===== src/rtl/regbank_pkg.sv =====
// Package: shared constants and state type for the I2C register bank.
// Assumes an 8-entry register space addressed by the low bits of the pointer.
package regbank_pkg;
    localparam int          NUM_REGS     = 8;
    localparam int          REG_CMD      = 0;
    localparam int          REG_VERSION  = 3;
    localparam int          REG_READBACK = 4;
    localparam int          REG_CW_MID   = 6;
    localparam int          REG_CW_HI    = 7;
    localparam logic [7:0]  LAUNCH_CODE  = 8'h04;
    localparam logic [4:0]  ADDR_PREFIX  = 5'b01111;

    typedef enum logic [2:0] {
        ST_IDLE,
        ST_ADDR,
        ST_ACK_A,
        ST_WR,
        ST_ACK_W,
        ST_RD,
        ST_MACK
    } i2c_state_t;
endpackage


===== src/rtl/i2c_line_mon.sv =====
// Module: i2c_line_mon
// Brings SCL and SDA into the clock domain through a flip-flop chain and
// reports SCL edges plus start/stop conditions (SDA edges while SCL is high).
// Assumes the system clock is well above the bus bit rate.
module i2c_line_mon #(
    parameter int SYNC_STAGES = 2
) (
    input  logic clk,
    input  logic rst_n,
    input  logic scl_i,
    input  logic sda_i,
    output logic sda_s,
    output logic scl_rise,
    output logic scl_fall,
    output logic start_det,
    output logic stop_det
);
    logic [SYNC_STAGES-1:0] scl_pipe, sda_pipe;
    logic scl_q, sda_q, scl_s;

    // Synchronizer chains and one-cycle history of the synchronized lines.
    always_ff @(posedge clk) begin
        if (!rst_n) begin
            scl_pipe <= '1;
            sda_pipe <= '1;
            scl_q    <= 1'b1;
            sda_q    <= 1'b1;
        end else begin
            scl_pipe <= {scl_pipe[SYNC_STAGES-2:0], scl_i};
            sda_pipe <= {sda_pipe[SYNC_STAGES-2:0], sda_i};
            scl_q    <= scl_s;
            sda_q    <= sda_s;
        end
    end

    // Edge and bus-condition decode.
    always_comb begin
        scl_s     = scl_pipe[SYNC_STAGES-1];
        sda_s     = sda_pipe[SYNC_STAGES-1];
        scl_rise  = scl_s & ~scl_q;
        scl_fall  = ~scl_s & scl_q;
        start_det = scl_s & scl_q & sda_q & ~sda_s;
        stop_det  = scl_s & scl_q & ~sda_q & sda_s;
    end
endmodule


===== src/rtl/i2c_target_fsm.sv =====
// Module: i2c_target_fsm
// Byte-level I2C target: matches the address, holds the register pointer,
// issues a write strobe for data bytes and serializes read data.
// Assumes clean edge/condition pulses from i2c_line_mon.
module i2c_target_fsm
    import regbank_pkg::*;
(
    input  logic       clk,
    input  logic       rst_n,
    input  logic       sda_s,
    input  logic       scl_rise,
    input  logic       scl_fall,
    input  logic       start_det,
    input  logic       stop_det,
    input  logic [1:0] ga,
    input  logic [7:0] rd_data,
    output logic       sda_oe,
    output logic [7:0] ptr,
    output logic       wr_en,
    output logic [7:0] wr_data
);
    i2c_state_t st;
    logic [2:0] cnt;
    logic [7:0] sh, tx;
    logic       got8, first, rnw, mack;

    // Protocol sequencing; SDA drive only changes on SCL falling edges.
    always_ff @(posedge clk) begin
        if (!rst_n) begin
            st <= ST_IDLE; cnt <= '0; sh <= '0; tx <= '0; got8 <= 1'b0;
            first <= 1'b1; rnw <= 1'b0; mack <= 1'b0; sda_oe <= 1'b0;
            ptr <= '0; wr_en <= 1'b0; wr_data <= '0;
        end else begin
            wr_en <= 1'b0;
            if (start_det) begin
                st <= ST_ADDR; cnt <= '0; got8 <= 1'b0; first <= 1'b1; sda_oe <= 1'b0;
            end else if (stop_det) begin
                st <= ST_IDLE; sda_oe <= 1'b0;
            end else begin
                case (st)
                    ST_ADDR, ST_WR: begin
                        if (scl_rise && !got8) begin
                            sh  <= {sh[6:0], sda_s};
                            cnt <= cnt + 3'd1;
                            if (cnt == 3'd7) got8 <= 1'b1;
                        end else if (scl_fall && got8) begin
                            got8 <= 1'b0;
                            cnt  <= '0;
                            if (st == ST_ADDR) begin
                                if (sh[7:1] == {ADDR_PREFIX, ga}) begin
                                    sda_oe <= 1'b1; rnw <= sh[0]; st <= ST_ACK_A;
                                end else begin
                                    st <= ST_IDLE;
                                end
                            end else begin
                                sda_oe <= 1'b1;
                                st     <= ST_ACK_W;
                                if (first) begin
                                    ptr   <= sh;
                                    first <= 1'b0;
                                end else begin
                                    wr_en   <= 1'b1;
                                    wr_data <= sh;
                                end
                            end
                        end
                    end
                    ST_ACK_A: if (scl_fall) begin
                        if (rnw) begin
                            tx <= rd_data; sda_oe <= ~rd_data[7]; st <= ST_RD;
                        end else begin
                            sda_oe <= 1'b0; st <= ST_WR;
                        end
                    end
                    ST_ACK_W: if (scl_fall) begin
                        sda_oe <= 1'b0; st <= ST_WR;
                    end
                    ST_RD: if (scl_fall) begin
                        if (cnt == 3'd7) begin
                            sda_oe <= 1'b0; cnt <= '0; st <= ST_MACK;
                        end else begin
                            tx <= {tx[6:0], 1'b0}; sda_oe <= ~tx[6]; cnt <= cnt + 3'd1;
                        end
                    end
                    ST_MACK: begin
                        if (scl_rise) mack <= ~sda_s;
                        else if (scl_fall) begin
                            if (mack) begin
                                tx <= rd_data; sda_oe <= ~rd_data[7]; st <= ST_RD;
                            end else begin
                                st <= ST_IDLE;
                            end
                        end
                    end
                    default: st <= ST_IDLE;
                endcase
            end
        end
    end
endmodule


===== src/rtl/spi_launcher.sv =====
// Module: spi_launcher
// Mode-0 SPI master that sends one FRAME_BITS word MSB first on a go pulse
// and keeps the last RX_BITS bits sampled on SCLK rising edges.
// Assumes go is ignored by the caller's logic or here while busy.
module spi_launcher #(
    parameter int HALF_DIV   = 4,
    parameter int FRAME_BITS = 16,
    parameter int RX_BITS    = 8
) (
    input  logic                  clk,
    input  logic                  rst_n,
    input  logic                  go,
    input  logic [FRAME_BITS-1:0] word,
    input  logic                  miso,
    output logic                  sclk,
    output logic                  mosi,
    output logic                  cs_n,
    output logic                  busy,
    output logic [RX_BITS-1:0]    rx
);
    localparam int DW = $clog2(HALF_DIV + 1);
    localparam int BW = $clog2(FRAME_BITS);

    logic [DW-1:0]         div;
    logic [BW-1:0]         bitn;
    logic [FRAME_BITS-1:0] sh;
    logic [RX_BITS-1:0]    rxsh;

    // Frame timing: half-period divider, bit counter and shift registers.
    always_ff @(posedge clk) begin
        if (!rst_n) begin
            div <= '0; bitn <= '0; sh <= '0; rxsh <= '0; rx <= '0;
            sclk <= 1'b0; cs_n <= 1'b1; busy <= 1'b0;
        end else if (!busy) begin
            if (go) begin
                busy <= 1'b1; cs_n <= 1'b0; sh <= word; div <= '0; bitn <= '0;
            end
        end else if (div == DW'(HALF_DIV - 1)) begin
            div <= '0;
            if (!sclk) begin
                sclk <= 1'b1;
                rxsh <= {rxsh[RX_BITS-2:0], miso};
            end else begin
                sclk <= 1'b0;
                if (bitn == BW'(FRAME_BITS - 1)) begin
                    busy <= 1'b0; cs_n <= 1'b1; rx <= rxsh;
                end else begin
                    bitn <= bitn + 1'b1;
                    sh   <= {sh[FRAME_BITS-2:0], 1'b0};
                end
            end
        end else begin
            div <= div + 1'b1;
        end
    end

    // Serial output is the head of the shift register during a frame.
    always_comb mosi = busy & sh[FRAME_BITS-1];
endmodule


===== src/rtl/i2c_spi_regbank.sv =====
// Module: i2c_spi_regbank (top)
// I2C-addressed register bank: scratch control-word bytes, a version register,
// a status/command register that launches an SPI frame, and a read-back byte.
// Assumes an external pull-up on SDA; sda_oe=1 pulls the line low.
module i2c_spi_regbank
    import regbank_pkg::*;
#(
    parameter logic [7:0] VERSION      = 8'h21,
    parameter int         SPI_HALF_DIV = 4
) (
    input  logic       clk,
    input  logic       rst_n,
    input  logic       scl_i,
    input  logic       sda_i,
    output logic       sda_oe,
    input  logic [1:0] ga,
    output logic       spi_sclk,
    output logic       spi_mosi,
    input  logic       spi_miso,
    output logic       spi_cs_n
);
    localparam int IDXW = $clog2(NUM_REGS);

    logic       sda_s, scl_rise, scl_fall, start_det, stop_det;
    logic [7:0] ptr, wr_data, rd_data, rx_byte;
    logic       wr_en, spi_busy, launch;
    logic [7:0] reg_view [NUM_REGS];

    i2c_line_mon #(.SYNC_STAGES(2)) u_mon (
        .clk(clk), .rst_n(rst_n), .scl_i(scl_i), .sda_i(sda_i), .sda_s(sda_s),
        .scl_rise(scl_rise), .scl_fall(scl_fall),
        .start_det(start_det), .stop_det(stop_det)
    );

    i2c_target_fsm u_fsm (
        .clk(clk), .rst_n(rst_n), .sda_s(sda_s), .scl_rise(scl_rise),
        .scl_fall(scl_fall), .start_det(start_det), .stop_det(stop_det),
        .ga(ga), .rd_data(rd_data), .sda_oe(sda_oe), .ptr(ptr),
        .wr_en(wr_en), .wr_data(wr_data)
    );

    // Register slots: fixed-function entries or plain writable storage.
    for (genvar g = 0; g < NUM_REGS; g++) begin : g_reg
        if (g == REG_CMD) begin : g_cmd
            assign reg_view[g] = {7'd0, spi_busy};
        end else if (g == REG_VERSION) begin : g_ver
            assign reg_view[g] = VERSION;
        end else if (g == REG_READBACK) begin : g_rb
            assign reg_view[g] = rx_byte;
        end else begin : g_rw
            logic [7:0] q;
            // Storage for a writable byte.
            always_ff @(posedge clk) begin
                if (!rst_n) q <= '0;
                else if (wr_en && ptr == 8'(g)) q <= wr_data;
            end
            assign reg_view[g] = q;
        end
    end

    // Read mux and launch decode.
    always_comb begin
        rd_data = (ptr < 8'(NUM_REGS)) ? reg_view[ptr[IDXW-1:0]] : 8'h00;
        launch  = wr_en && (ptr == 8'(REG_CMD)) && (wr_data == LAUNCH_CODE) && !spi_busy;
    end

    spi_launcher #(.HALF_DIV(SPI_HALF_DIV), .FRAME_BITS(16), .RX_BITS(8)) u_spi (
        .clk(clk), .rst_n(rst_n), .go(launch),
        .word({reg_view[REG_CW_HI], reg_view[REG_CW_MID]}),
        .miso(spi_miso), .sclk(spi_sclk), .mosi(spi_mosi), .cs_n(spi_cs_n),
        .busy(spi_busy), .rx(rx_byte)
    );
endmodule


===== config.mk =====
export PLATFORM = sky130hd
export DESIGN_NAME = i2c_spi_regbank
export DESIGN_NICKNAME = d
export VERILOG_FILES = /design/src/rtl/regbank_pkg.sv /design/src/rtl/i2c_line_mon.sv /design/src/rtl/i2c_target_fsm.sv /design/src/rtl/spi_launcher.sv /design/src/rtl/i2c_spi_regbank.sv
export SDC_FILE = /design/constraint.sdc
export NUM_CORES = 1
export LEC_CHECK = 0
export CAP_MARGIN = 20
export CORE_ASPECT_RATIO = 0.6
export CORE_MARGIN = 4
export CORE_UTILIZATION = 40
export DETAILED_ROUTE_END_ITERATION = 10
export DONT_BUFFER_PORTS = 1
export SLEW_MARGIN = 15
export SYNTH_ARGS = -nofsm -noshare
export SYNTH_HDL_FRONTEND = slang
export SYNTH_HIERARCHICAL = 1
export SYNTH_SLANG_ARGS = --single-unit
export TNS_END_PERCENT = 100

===== constraint.sdc =====
create_clock -name clk -period 3.1 [get_ports clk]
set_input_delay 0.155 -clock clk [delete_from_list [all_inputs] [get_ports clk]]
set_output_delay 0.155 -clock clk [all_outputs]
set_load 0.005 [all_outputs]

After elaboration in Yosys (flattened, before gate mapping)
Cells that the tools add are included.
- input port bits: 7
- output and inout bits: 4
- logic and storage cells: 213
- register bits after elaboration: 131
- add/subtract/negate cells: 3
- equal/unequal tests: 42
- magnitude comparators: 2
- reductions and logical operators: 39
- multiplexer cells: 73
- bitwise gates (word level): 24
- operator list (kind ; number):
    $mux W16 ; 5
    $mux W3 ; 18
    $mux W7 ; 7
    $eq A8 B3 Y1 const B ; 4
    $mux W1 ; 29
    $reduce_and A4 Y1 ; 7
    $bmux W8 S3 ; 1
    $mux W8 ; 3
    $ne A4 B3 Y1 const B ; 6
    $pmux W7 S3 ; 1
    $reduce_and A7 Y1 ; 3
    $mux W4 ; 5
    $reduce_and A10 Y1 ; 2
    $ne A2 B1 Y1 const B ; 9
    $reduce_and A8 Y1 ; 2
    $not A1 Y1 ; 15
    $pmux W3 S5 ; 1
    $ne A2 B2 Y1 const B ; 7
    $eq A3 B3 Y1 const B ; 4
    $logic_and A1 B1 Y1 ; 10
    $eq A3 B2 Y1 const B ; 3
    $and A1 B1 Y1 ; 8
    $eq A8 B1 Y1 const B ; 1
    $eq A8 B2 Y1 const B ; 1
    other kinds (25) ; 31

Depth between registers and ports, before layout
Gate-level depths: netlist of run 1.
- depth after elaboration: 10
- mapped depth: 10
- gate-level depth less buffers: 6

Cells and area by module
Netlist of run 1, hierarchy kept.
- modules (own cells, without submodules) (module ; area an instance (um^2) ; cells each ; seq. area each (um^2) ; times used):
    i2c_target_fsm ; 2082.0 ; 218 ; 860.8 ; 1
    i2c_spi_regbank ; 1938.1 ; 196 ; 800.8 ; 1
    spi_launcher ; 1930.6 ; 215 ; 840.8 ; 1
    i2c_line_mon ; 190.2 ; 16 ; 120.1 ; 1

Least setup slack after synthesis of run 1
No wires, ideal clock.
- path kind: reg-to-reg
- from: reg u_fsm.ptr[0]
- to: reg u_spi.sh[10]
- slack: 0.820 ns
- clock period less this slack: 2.280 ns
- path buffers: 4
- library setup time: 0.072 ns
- cell stages (with the launch flop): 11
- required time: 3.028 ns
- arrival: 2.208 ns
- cell sequence: dfxtp_1 -> buf_4 -> buf_2 -> nor4_1 -> nand4_1 -> nor4b_1 -> or2b_1 -> o21ai_1 -> buf_4 -> buf_12 -> mux2i_1
- longest elaborated chain between the ends: 6
- RTL lines (element ; line ; RTL):
    start: declaration ; i2c_target_fsm.sv:18 ; output logic [7:0] ptr,
    start signal: assignment ; i2c_target_fsm.sv:59 ; ptr <= sh;
    $logic_not A8 Y1 ; i2c_spi_regbank.sv:64 ; launch = wr_en && (ptr == 8'(REG_CMD)) && (wr_data == LAUNCH_CODE) && !spi_busy;
    $logic_and A1 B1 Y1 (3 in series) ; i2c_spi_regbank.sv:64 ;
    via launch ; i2c_spi_regbank.sv:26 ; logic wr_en, spi_busy, launch;
    $reduce_bool A2 Y1 (no line) ; -- ;
    $reduce_and A4 Y1 (no line) ; -- ;
    end signal: assignment ; spi_launcher.sv:49 ; sh <= {sh[FRAME_BITS-2:0], 1'b0};
    end: declaration ; spi_launcher.sv:26 ; logic [FRAME_BITS-1:0] sh;
The timed path passes the listed nets, and every way through them passes these cells.
A chain may end at the register's enable or synchronous reset.

Final worst setup path of run 1
- from: reg u_fsm.ptr[7]
- to: reg u_spi.sh[4]
The elaborated chain is that of the path after synthesis.

==> key figures, run 1 <==
Run status
  • Outcome: complete, no violations

Critical path
  • Critical Path AT: 3.17 ns
  • Maximum fanout along the worst path: 17
  • Reg2Reg Setup Slack: 0.27 ns
  • Worst r2r path cells: 6
  • Critical path type: reg2reg
  • Nature of the critical path endpoint: flop
  • Critical Path RT: roughly 3.4 ns
  • Setup crit start kind: flop

Place
  • Final GP Congestion: between 0.8 and 0.9
  • Post-DP HPWL: around 10000 µm
  • Dpl cells: just over 800
  • # port buffers: 0

Floorplanning
  • Die extent in x: 168 µm
  • Core area: 0.0148 mm²
  • Die area: around 0.017 mm²
  • FP Rows: 34
  • Starting density of the core: 41.6%
  • Num ports: 11
  • Die Y: 104 µm

Clock network
  • H-tree depth: 4
  • Clock buffer count from CTS: 17
  • Post-CTS sizing: 0
  • CTS Buffer Depth: 2
  • Clock Latency Late Sink: 0.42 ns
  • Num Clock Sinks: about 130
  • CTS tree: done
  • Root Buffer Master: clkbuf_16
  • Postcts setup bufs: 0
  • Clock-pin slew of the registers on the worst-case setup and hold paths: 0.06 ns

Route
  • First drt pass iteration count: 5
  • Routed vias/inst: about 5.7
  • WL per Instance: 18.0 µm
  • DR vias: 4792
  • Residual DRC: 0
  • DRT iter0 DRCs: between 300 and 400
  • Post-route ant nets: 0
  • DRT Wirelength: 15300 µm

Yosys
  • Top cell type's share of synthesized area: 42.7%
  • EDFF count, synth: 0
  • XOR/XNOR share of the synthesized area: less than 1%
  • Syn_area_per_cell: 9.52 µm²
  • Synthesized cell area: just over 0.006 mm²
  • Seq/Total Area, Yosys: 42.7%
  • Mux share of post-synthesis cell area: 17.5%
  • Synth cell types: 64
  • Mapped Cells: roughly 650
  • Synth area leader: dfxtp_1
  • Warnings, synthesis: 6
  • Synth Register Bits: between 100 and 150
  • Most frequent cells after synthesis: dfxtp_1 (131), nand2_1 (95), mux2i_1 (88)
  • Async set or reset register ratio after synthesis: 0%
  • Area share of and/or/nand/nor cells after synthesis: 22.4%
  • Largest family of logic cells by synthesized area: simple AND/OR/NAND/NOR gates
  • Count leader, synth: dfxtp_1
  • Top_reg_cell synth: dfxtp_1
  • Net Count, Synth: 656
  • Post-Synth Adder-Cell Area: less than 1%
  • Compound-gate portion of the synthesized area: 11.9%
  • Synth top area cells: dfxtp_1 (43%), mux2i_1 (14%), nand2_1 (5.8%)

STA
  • Setup TNS Final: 0 ns
  • Slew @ Worst Pin: around 1.1 ns
  • Max Freq: 353 MHz
  • Slew HR: 28.0%
  • Final Cycle Share: 91.4%
  • Final Hold Viols: 0
  • Slew Limit Fails: 0
  • Min cycle time layout: ~2.8 ns
  • Fin Hold WS: 0.0314 ns
  • RSZ-0062 raised after global routing: no
  • Worst Skew: slightly below 0.01 ns
  • Final Setup Violations: 0

GRT
  • First-pass GRT wire length: 25200 µm
  • Vias in the first global route: 4611
  • Gr ovfl total: 0
  • Initial antenna violation count: 0
  • Largest net degree at the start of global routing: 141
  • Total track usage: 17.9%

Power
  • VDD IR max: ~0.35 mV
  • Total Power: 4.34 mW
  • Pwr/cell area: 624 mW/mm²
  • Leak: 2.64 nW

Job
  • Max-Cap Viols: 0

Finish
  • P&R area growth vs syn: 13.3%
  • Diode count: 0
  • Layout cells sized above 1: 11.7%
  • Non-filler cells in the finished layout: roughly 850
  • Nets: 646

Hold path
  • Min-delay worst type: in2reg
  • Hold Crit Depth: 2
-- where the power goes --
| part | leakage (nW) | internal, mW | total (mW) | switching [mW] |
|---|---|---|---|---|
| Combinational | 1.26 | 0.138 | 0.333 | 0.195 |
| Sequential | 1.06 | 1.73 | 1.79 | 0.0632 |
| Clock | 0.314 | 1.43 | 2.22 | 0.784 |
-- through the flow --
stage	utilization, %	area, µm²	setup slack [ns]
final	47.2	6960	0.265
after CTS	47.2	6960	0.272
after global placement	42.2	6240	0.476
after detailed placement	42.2	6240	0.324
after global routing	47.2	6960	0.0698
after floorplan	-	6140	0.820
-- area by class of cell --
class / instances / area (µm²)
fillers: 1318 / 7800
inverters: 6 / 22.5
well taps: 198 / 248
clock inverters: 15 / 231
multi-input cells: 464 / 3270
repair buffers: 15 / 143
flip-flops and latches: 131 / 2620
clock buffers: 17 / 425
-- state kept, by name, indices dropped and copies added, names as in the netlist, 4 cells and up --
name and flops:
u_spi/bitn 4, u_fsm/tx 7, u_fsm/sh 8, u_fsm/ptr 8, g.g_rw.q 40, u_spi/rx 8
u_spi/sh 16, u_spi/rxsh 8, u_fsm/wr_data 8
-- worst paths after layout --
check,from,endpoint
setup reg to reg,u_fsm/ptr[7],u_spi/sh[4]
setup / recovery,u_fsm/ptr[7],u_spi/sh[4]
hold reg to reg,u_mon/scl_pipe[0],u_mon/scl_pipe[1]
hold / removal,rst_n,g_reg[2].g_rw.q[2]
-- worst max-delay path, stage by stage, from the launching register on --
cell and delay [ns]:
dfxtp_1 0.33, nor4_1 0.59, nand4_1 0.16, nor4b_1 0.61
or2b_1 0.34, o21ai_2 0.43, mux2i_1 0.29
-- layout by cell type, fill, tap and decap left out, types with 3 or more instances in the layout --
cell,netlist,final
a21boi_0,20,20
a21o_1,3,3
a21oi_1,13,13
a221oi_1,6,6
and2_1,4,4
and4b_1,3,3
buf_4,2,10
bufinv_16,0,5
clkbuf_16,0,17
clkinv_4,0,6
dfxtp_1,131,131
dlygate4sd3_1,0,4
ha_1,4,4
inv_1,6,6
mux2i_1,88,88
mux4_2,8,8
nand2_1,95,95
nand2b_1,18,18
nand3_1,23,23
nand3b_1,3,3
nand4_1,4,4
nor2_1,18,18
nor2b_1,31,31
nor3_1,8,8
nor3b_1,3,3
nor4_1,4,4
o211a_1,6,6
o211ai_1,17,17
o21ai_0,18,18
o21ai_1,4,3
or2_2,15,15
or3_1,4,4
or4_1,4,4
xor2_1,4,4
-- layer usage --
layer / wire length (µm) / track usage (%) / up-vias
li1: - / - / 2282
met1: 7890 / 28.0 / 2372
met2: 6330 / 24.2 / 130
met3: 964 / 4.52 / 8
met4: 89 / 4.28 / 0
met5: 0 / 0 / -
-- repair_timing --
item / CTS / global route
hold buffers: 5 / 0
endpoints found under the hold margin: 123 / 0
endpoints found under the setup margin: 0 / 0
-- cell families (layout without fill, tap and decap cells) --
family / after synthesis / in the layout
DFF: 131 / 131
xor gates and xnor gates: 4 / 4
adders and majority gates: 4 / 4
muxes: 97 / 97
buffers and inverters: 50 / 53
and+or+nand+nor: 255 / 255
AOI/OAI and AO/OA: 104 / 104
Note: power is estimated with default switching activity, not from simulation.
==> run 2: changes to the inputs <==
- ABC_AREA: not set -> 1
==> run 2 against run 1 <==
Compared with the run above:
- register-to-register slack improved by 0.64 ns
- global-route usage rose by 0.99 points
- critical path depth rose by 5
- final area rose by 5.3%
- non-clock buffer count fell by 1
- total power fell by 1.5%
- fmax rose by 29%
- combinational power rose by 83%
- largest power group unchanged
==> key figures, run 2 <==
Run status
  • Outcome: complete, no violations

Floorplanning
  • FP Rows: 36
  • Die area: 0.0186 mm²
  • Die Y: 107 µm
  • Die extent in x: 174 µm
  • Num ports: 11
  • Starting density of the core: 40.7%
  • Core area: between 0.015 and 0.02 mm²

Finish
  • FF/Latch Area: 0.00262 mm²
  • Nets: 1000
  • Most flops, register: g.g_rw.q
  • P&R area growth vs syn: 11.3%
  • Top Registers: g.g_rw.q x40, u_spi/sh x16
  • Diode count: 0
  • Layout cells sized above 1: 8.59%
  • Fill cell count: about 1.7k
  • Max reg flops: 40
  • Commonest cells after routing, fill and taps aside: nor2_1 (262), nand2_1 (215), dfxtp_1 (131), nand3_1 (99), inv_1 (64)
  • Most common cell after layout, fill and taps aside: nor2_1
  • Multi-input gate area: 0.00346 mm²

Yosys
  • Synthesized cell area: around 0.0066 mm²
  • Compound-gate portion of the synthesized area: under 10%
  • Area share of and/or/nand/nor cells after synthesis: a little over two fifths
  • Synth Register Bits: 131
  • Synth area leader: dfxtp_1
  • XOR/XNOR share of the synthesized area: 0%
  • Post-Synth Adder-Cell Area: 0.760%
  • Top cell type's share of synthesized area: around 40%
  • Synth cell types: 37
  • Mapped Cells: 991
  • Mux share of post-synthesis cell area: 0%
  • Net Count, Synth: 1002
  • EDFF count, synth: 0
  • Warnings, synthesis: 6
  • Largest family of logic cells by synthesized area: simple AND/OR/NAND/NOR gates
  • Async set or reset register ratio after synthesis: 0%
  • Count leader, synth: nor2_1
  • Most frequent cells after synthesis: nor2_1 (262), nand2_1 (215), dfxtp_1 (131)
  • Top_reg_cell synth: dfxtp_1
  • Syn_area_per_cell: 6.64 µm²
  • Synth top area cells: dfxtp_1 (40%), nor2_1 (15%), nand2_1 (12%)
  • Seq/Total Area, Yosys: 39.8%

Route
  • Residual DRC: 0
  • DRT iter0 DRCs: 672
  • Post-route ant nets: 0
  • WL per Instance: 14.2 µm
  • DRT Wirelength: 17200 µm
  • DR vias: a little over 6k
  • First drt pass iteration count: 6
  • Routed vias/inst: 5.01

Critical path
  • WP depth: 11
  • Reg2reg start: u_spi/busy
  • CP bufs+invs: 2
  • Setup crit start kind: flop
  • Slowest CP cell: dfxtp_1
  • Critical Path AT: 2.54 ns
  • CP startpoint: u_spi/busy
  • Worst-path cell chain: inv_1, nand2_1, nor3_1, nand2_1, nor3_1, nand2_1, nand2_1, nand2_2, inv_2, nor2_1, nor2_1
  • Worst r2r path cells: 11
  • Reg2Reg Setup Slack: 0.91 ns
  • Crit path to: u_spi/sh[15]
  • Worst path top cell family by delay: simple AND/OR/NAND/NOR gates
  • Critical Path RT: about 3.5 ns
  • Maximum fanout along the worst path: 16
  • R2R Path End: u_spi/sh[15]
  • Critical path type: reg2reg
  • Nature of the critical path endpoint: flop
  • CP most frequent cell: nand2_1
  • Max incr delay on CP: about 0.44 ns

Job
  • Max-Cap Viols: 0

GRT
  • First-pass GRT wire length: 28400 µm
  • Largest net degree at the start of global routing: approximately 110
  • Vias in the first global route: roughly 5.3k
  • Total track usage: a little under a fifth
  • Gr ovfl total: 0
  • Initial antenna violation count: 0

STA
  • Slew @ Worst Pin: 0.536 ns
  • Final Hold Viols: 0
  • Worst Skew: 0.0132 ns
  • Setup TNS Final: 0 ns
  • Final Cycle Share: 70.7%
  • Max Freq: 456 MHz
  • Min cycle time layout: 2.19 ns
  • Slew Limit Fails: 0
  • RSZ-0062 raised after global routing: no
  • Slew HR: 64.2%
  • Final Setup Violations: 0

Clock network
  • Clock-pin slew of the registers on the worst-case setup and hold paths: 0.06 ns
  • H-tree depth: 4
  • Clock buffer count from CTS: 17
  • Root Buffer Master: clkbuf_16
  • Postcts setup bufs: 0
  • CTS Buffer Depth: 2
  • Clock Latency Late Sink: 0.42 ns
  • CTS tree: done
  • Num Clock Sinks: 131

Power
  • Total Power: 4.28 mW
  • Leak: 3.09 nW
  • Pwr/cell area: between 500 and 600 mW/mm²
  • VDD IR max: ~0.28 mV

Place
  • Post-DP HPWL: about 12000 µm
  • # port buffers: 0
  • Final GP Congestion: 0.918

Hold path
  • Hold Crit Depth: 2
  • Min-delay worst type: in2reg
[run 2: cell count changes after synthesis, moves of 31 or more]
cell	previous run	this run
nor2_1	18	262
nand2_1	95	215
mux2i_1	88	0
nand3_1	23	99
inv_1	6	64
nor2b_1	31	0
[run 2: cell families after synthesis]
family          after synthesis
flops                       131
fa+ha+maj                     4
compound gates              110
buf+inv                     113
simple gates                633
[run 2: where the power goes]
group          internal [mW]  switching [mW]
Sequential              1.74          0.0584
Combinational          0.203           0.408
Clock                   1.10           0.769
[run 2: worst min-delay path by stage]
stage                      from           endpoint  slack (ns)
after floorplan           rst_n  u_mon/scl_pipe[0]        0.22
after global placement    sda_i  u_mon/sda_pipe[0]        0.24
after detailed placement  sda_i  u_mon/sda_pipe[0]        0.25
after CTS                 rst_n  u_mon/sda_pipe[1]        0.12
after global routing      rst_n  u_mon/sda_pipe[1]        0.15
final                     rst_n  u_mon/sda_pipe[1]         0.1
[run 2: per-layer routing]
metal | part of all wire [%] | vias up | routed length, µm | GRT usage (%)
met5 | 0 | - | 0 | 0
met1 | 57 | 2717 | 9760 | 31.8
met4 | 0.91 | 0 | 157 | 5.53
met3 | 7.6 | 11 | 1310 | 3.97
li1 | - | 3148 | - | -
met2 | 35 | 188 | 6010 | 22.7
[run 2: timing repair]
| item | CTS | global route |
|---|---|---|
| resized for setup | 0 | 0 |
| hold buffers | 7 | 0 |
| endpoints found under the setup margin | 0 | 0 |
| endpoints found under the hold margin | 116 | 0 |
[run 2: final cells by class]
cell class,instances,area share [%]
well taps,209,3.57
multi-input cells,747,47.2
clock buffers,19,5.91
inverters,78,4.13
flip-flops and latches,131,35.8
repair buffers,14,1.91
clock inverters,12,1.52
[run 2: through the flow]
stage | instances | hold WS [ns] | instance area (µm²) | worst slack, ns | util [%]
floorplan | 991 | 0.224 | 6580 | 1.33 | -
global placement | 1172 | 0.242 | 6700 | 0.952 | 41.4
detailed placement | 1172 | 0.245 | 6700 | 0.877 | 41.4
CTS | 1210 | 0.119 | 7330 | 0.868 | 45.3
global route | 1210 | 0.150 | 7330 | 0.586 | 45.3
finish | 1210 | 0.0956 | 7330 | 0.907 | 45.3
==> run 3: changes to the inputs <==
- clock period: 3.1 -> 1.95 ns (I/O delays scaled with it)
==> run 3 against run 2 <==
Compared with the run above:
- clock skew down 0.0046 ns
- first-iteration DRC count down 14%
- wire length is 1.0% higher
- critical path type unchanged
- critical endpoint is now g_reg[2].g_rw.q[7]
- largest cell class unchanged
- largest power group unchanged
==> key figures, run 3 (synthesis results as in run 2) <==
STA
  • Final worst slack: 0.158 ns
  • Final Hold Viols: 0
  • Slew HR: 63.6%
  • Max Freq: 558 MHz
  • Final Cycle Share: about 90%
  • Slew Limit Fails: 0
  • Worst Skew: roughly 0.0086 ns
  • Slew @ Worst Pin: 0.545 ns
  • RSZ-0062 raised after global routing: no
  • Fin Hold WS: 0.0850 ns
  • Final Setup Violations: 0
  • Min cycle time layout: 1.79 ns

Job
  • Max-Cap Viols: 0

Critical path
  • Critical path type: reg2reg
  • Max incr delay on CP: 0.55 ns
  • Nature of the critical path endpoint: flop
  • Maximum fanout along the worst path: 16
  • Critical Path RT: 2.27 ns
  • Slowest CP cell: dlygate4sd3_1
  • Setup crit start kind: flop
  • Worst-path cell chain: nor2_1, nand2_2, clkinv_2, nand3_1, nand2_1, dlygate4sd3_1, nor2_1
  • CP bufs+invs: 2
  • Critical Path AT: 2.11 ns
  • CP most frequent cell: nor2_1
  • Worst path top cell family by delay: buffers and inverters

Clock network
  • CTS Buffer Depth: 2
  • H-tree depth: 4
  • Postcts setup bufs: 0
  • CTS tree: done
  • Num Clock Sinks: about 130
  • Clock buffer count from CTS: 17
  • Root Buffer Master: clkbuf_16
  • Clock Latency Late Sink: 0.42 ns
  • Clock-pin slew of the registers on the worst-case setup and hold paths: 0.06 ns

Power
  • P_int: ~5.3 mW
  • Clk pwr share: 46.9%
  • Reg power frac: 38.9%
  • VDD IR max: roughly 0.54 mV
  • Pwr/cell area: 954 mW/mm²
  • Switching Share: between 20 and 30%
  • Combinational Power Share: 14.2%
  • Leak: 3.24 nW
  • NetSw: between 2 and 2.5 mW

Floorplanning
  • Die extent in x: 174 µm
  • Die Y: ~110 µm
  • Starting density of the core: between 40% and 50%
  • FP Rows: 36
  • Die area: ~0.019 mm²
  • Num ports: 11
  • Core area: 0.0162 mm²

Finish
  • Top Registers: g.g_rw.q x40, u_spi/sh x16
  • P&R area growth vs syn: 16.8%
  • Most flops, register: g.g_rw.q
  • Max reg flops: 40
  • Commonest cells after routing, fill and taps aside: nor2_1 (259), nand2_1 (214), dfxtp_1 (129), nand3_1 (99), inv_1 (64)
  • Layout cells sized above 1: 11.7%
  • Fill cell count: roughly 1.6k
  • Finished Cell Area: a little under 0.008 mm²
  • Nets: 1030
  • Util after Layout: 47.5%
  • Diode count: 0
  • Most common cell after layout, fill and taps aside: nor2_1
  • Non-filler cells in the finished layout: 1240

GRT
  • First-pass GRT wire length: 29300 µm
  • Initial antenna violation count: 0
  • Largest net degree at the start of global routing: around 110
  • Total track usage: between 10% and 20%
  • Gr ovfl total: 0
  • Vias in the first global route: between 5k and 6k

Route
  • DRT Wirelength: 17400 µm
  • Routed vias/inst: approximately 5.0
  • Post-route ant nets: 0
  • DR vias: between 6k and 7k
  • Residual DRC: 0
  • WL per Instance: ~14 µm
  • DRT iter0 DRCs: 576
  • First drt pass iteration count: 5

Place
  • Final GP Congestion: 0.924
  • Dpl cell area: around 0.0069 mm²
  • # port buffers: 0
  • Dpl cells: 1198
  • Pre-CTS WS: -0.121 ns
  • Post-DP HPWL: between 10000 and 15000 µm

Hold path
  • Min-delay worst type: in2reg

Run status
  • Outcome: complete, no violations
==> run 3: cell types whose count changed in the layout (fill, tap and decap cells not counted), sizes merged <==
cell / delta
buf: +26
bufinv: +3
clkbuf: -2
clkinv: -4
clkinvlp: +1
dlygate4sd3: +4
inv: +2
==> run 3: worst paths after layout <==
| check | start | to | slack (ns) | cells past startpoint |
|---|---|---|---|---|
| worst max-delay path | u_fsm/ptr[2] | g_reg[2].g_rw.q[7] | 0.16 | 7 |
| worst max register to register | u_fsm/ptr[2] | g_reg[2].g_rw.q[7] | 0.16 | 7 |
| worst min register to register | u_fsm/wr_data[0] | u_fsm/wr_data[0] | 0.45 | 2 |
| worst min-delay path | rst_n | g_reg[2].g_rw.q[4] | 0.09 | 3 |
==> run 3: layout make-up <==
class	count	area, µm²	area share [%]
tap	209	262	3.40
multi-input combinational	747	3480	45.3
timing repair buffer	44	383	4.98
clock inverter	14	203	2.64
sequential	131	2630	34.1
inverter	78	307	3.99
clock buffer	17	425	5.53
==> run 3: per-layer routing <==
layer	vias up	part of all wire, %	track usage (%)
li1	3208	-	-
met1	2766	55	30.8
met2	194	35	23.7
met3	16	8.8	7.09
met4	0	1.0	5.59
met5	-	0	0
==> run 3: power groups by stage <==
stage | logic (mW) | registers (mW) | clock network (mW)
floorplan | 0.807 | 2.88 | 0
finish | 1.04 | 2.85 | 3.44
detailed placement | 0.965 | 2.91 | 0
CTS | 1.02 | 2.85 | 3.50
global route | 1.19 | 2.87 | 3.62
global placement | 0.964 | 2.91 | 0
==> run 3: worst register-to-register path, cell delays in order, from the launching register on <==
cell and delay (ns):
dfxtp_1 0.31, nor2_1 0.23, nand2_2 0.18, clkinv_2 0.22
nand3_1 0.11, nand2_1 0.07, dlygate4sd3_1 0.55, nor2_1 0.04
==> run 3: stage by stage <==
step | TNS (ns) | total power, mW
detailed placement | -0.793 | 3.87
CTS | 0 | 7.37
global route | 0 | 7.68
floorplan | 0 | 3.69
finish | 0 | 7.34
global placement | -0.342 | 3.87
==> run 3: repair_timing <==
action,in CTS,in global routing
setup endpoints to repair,7,37
gates resized for setup,1,13
endpoints found under the hold margin,123,0
hold buffers,11,0
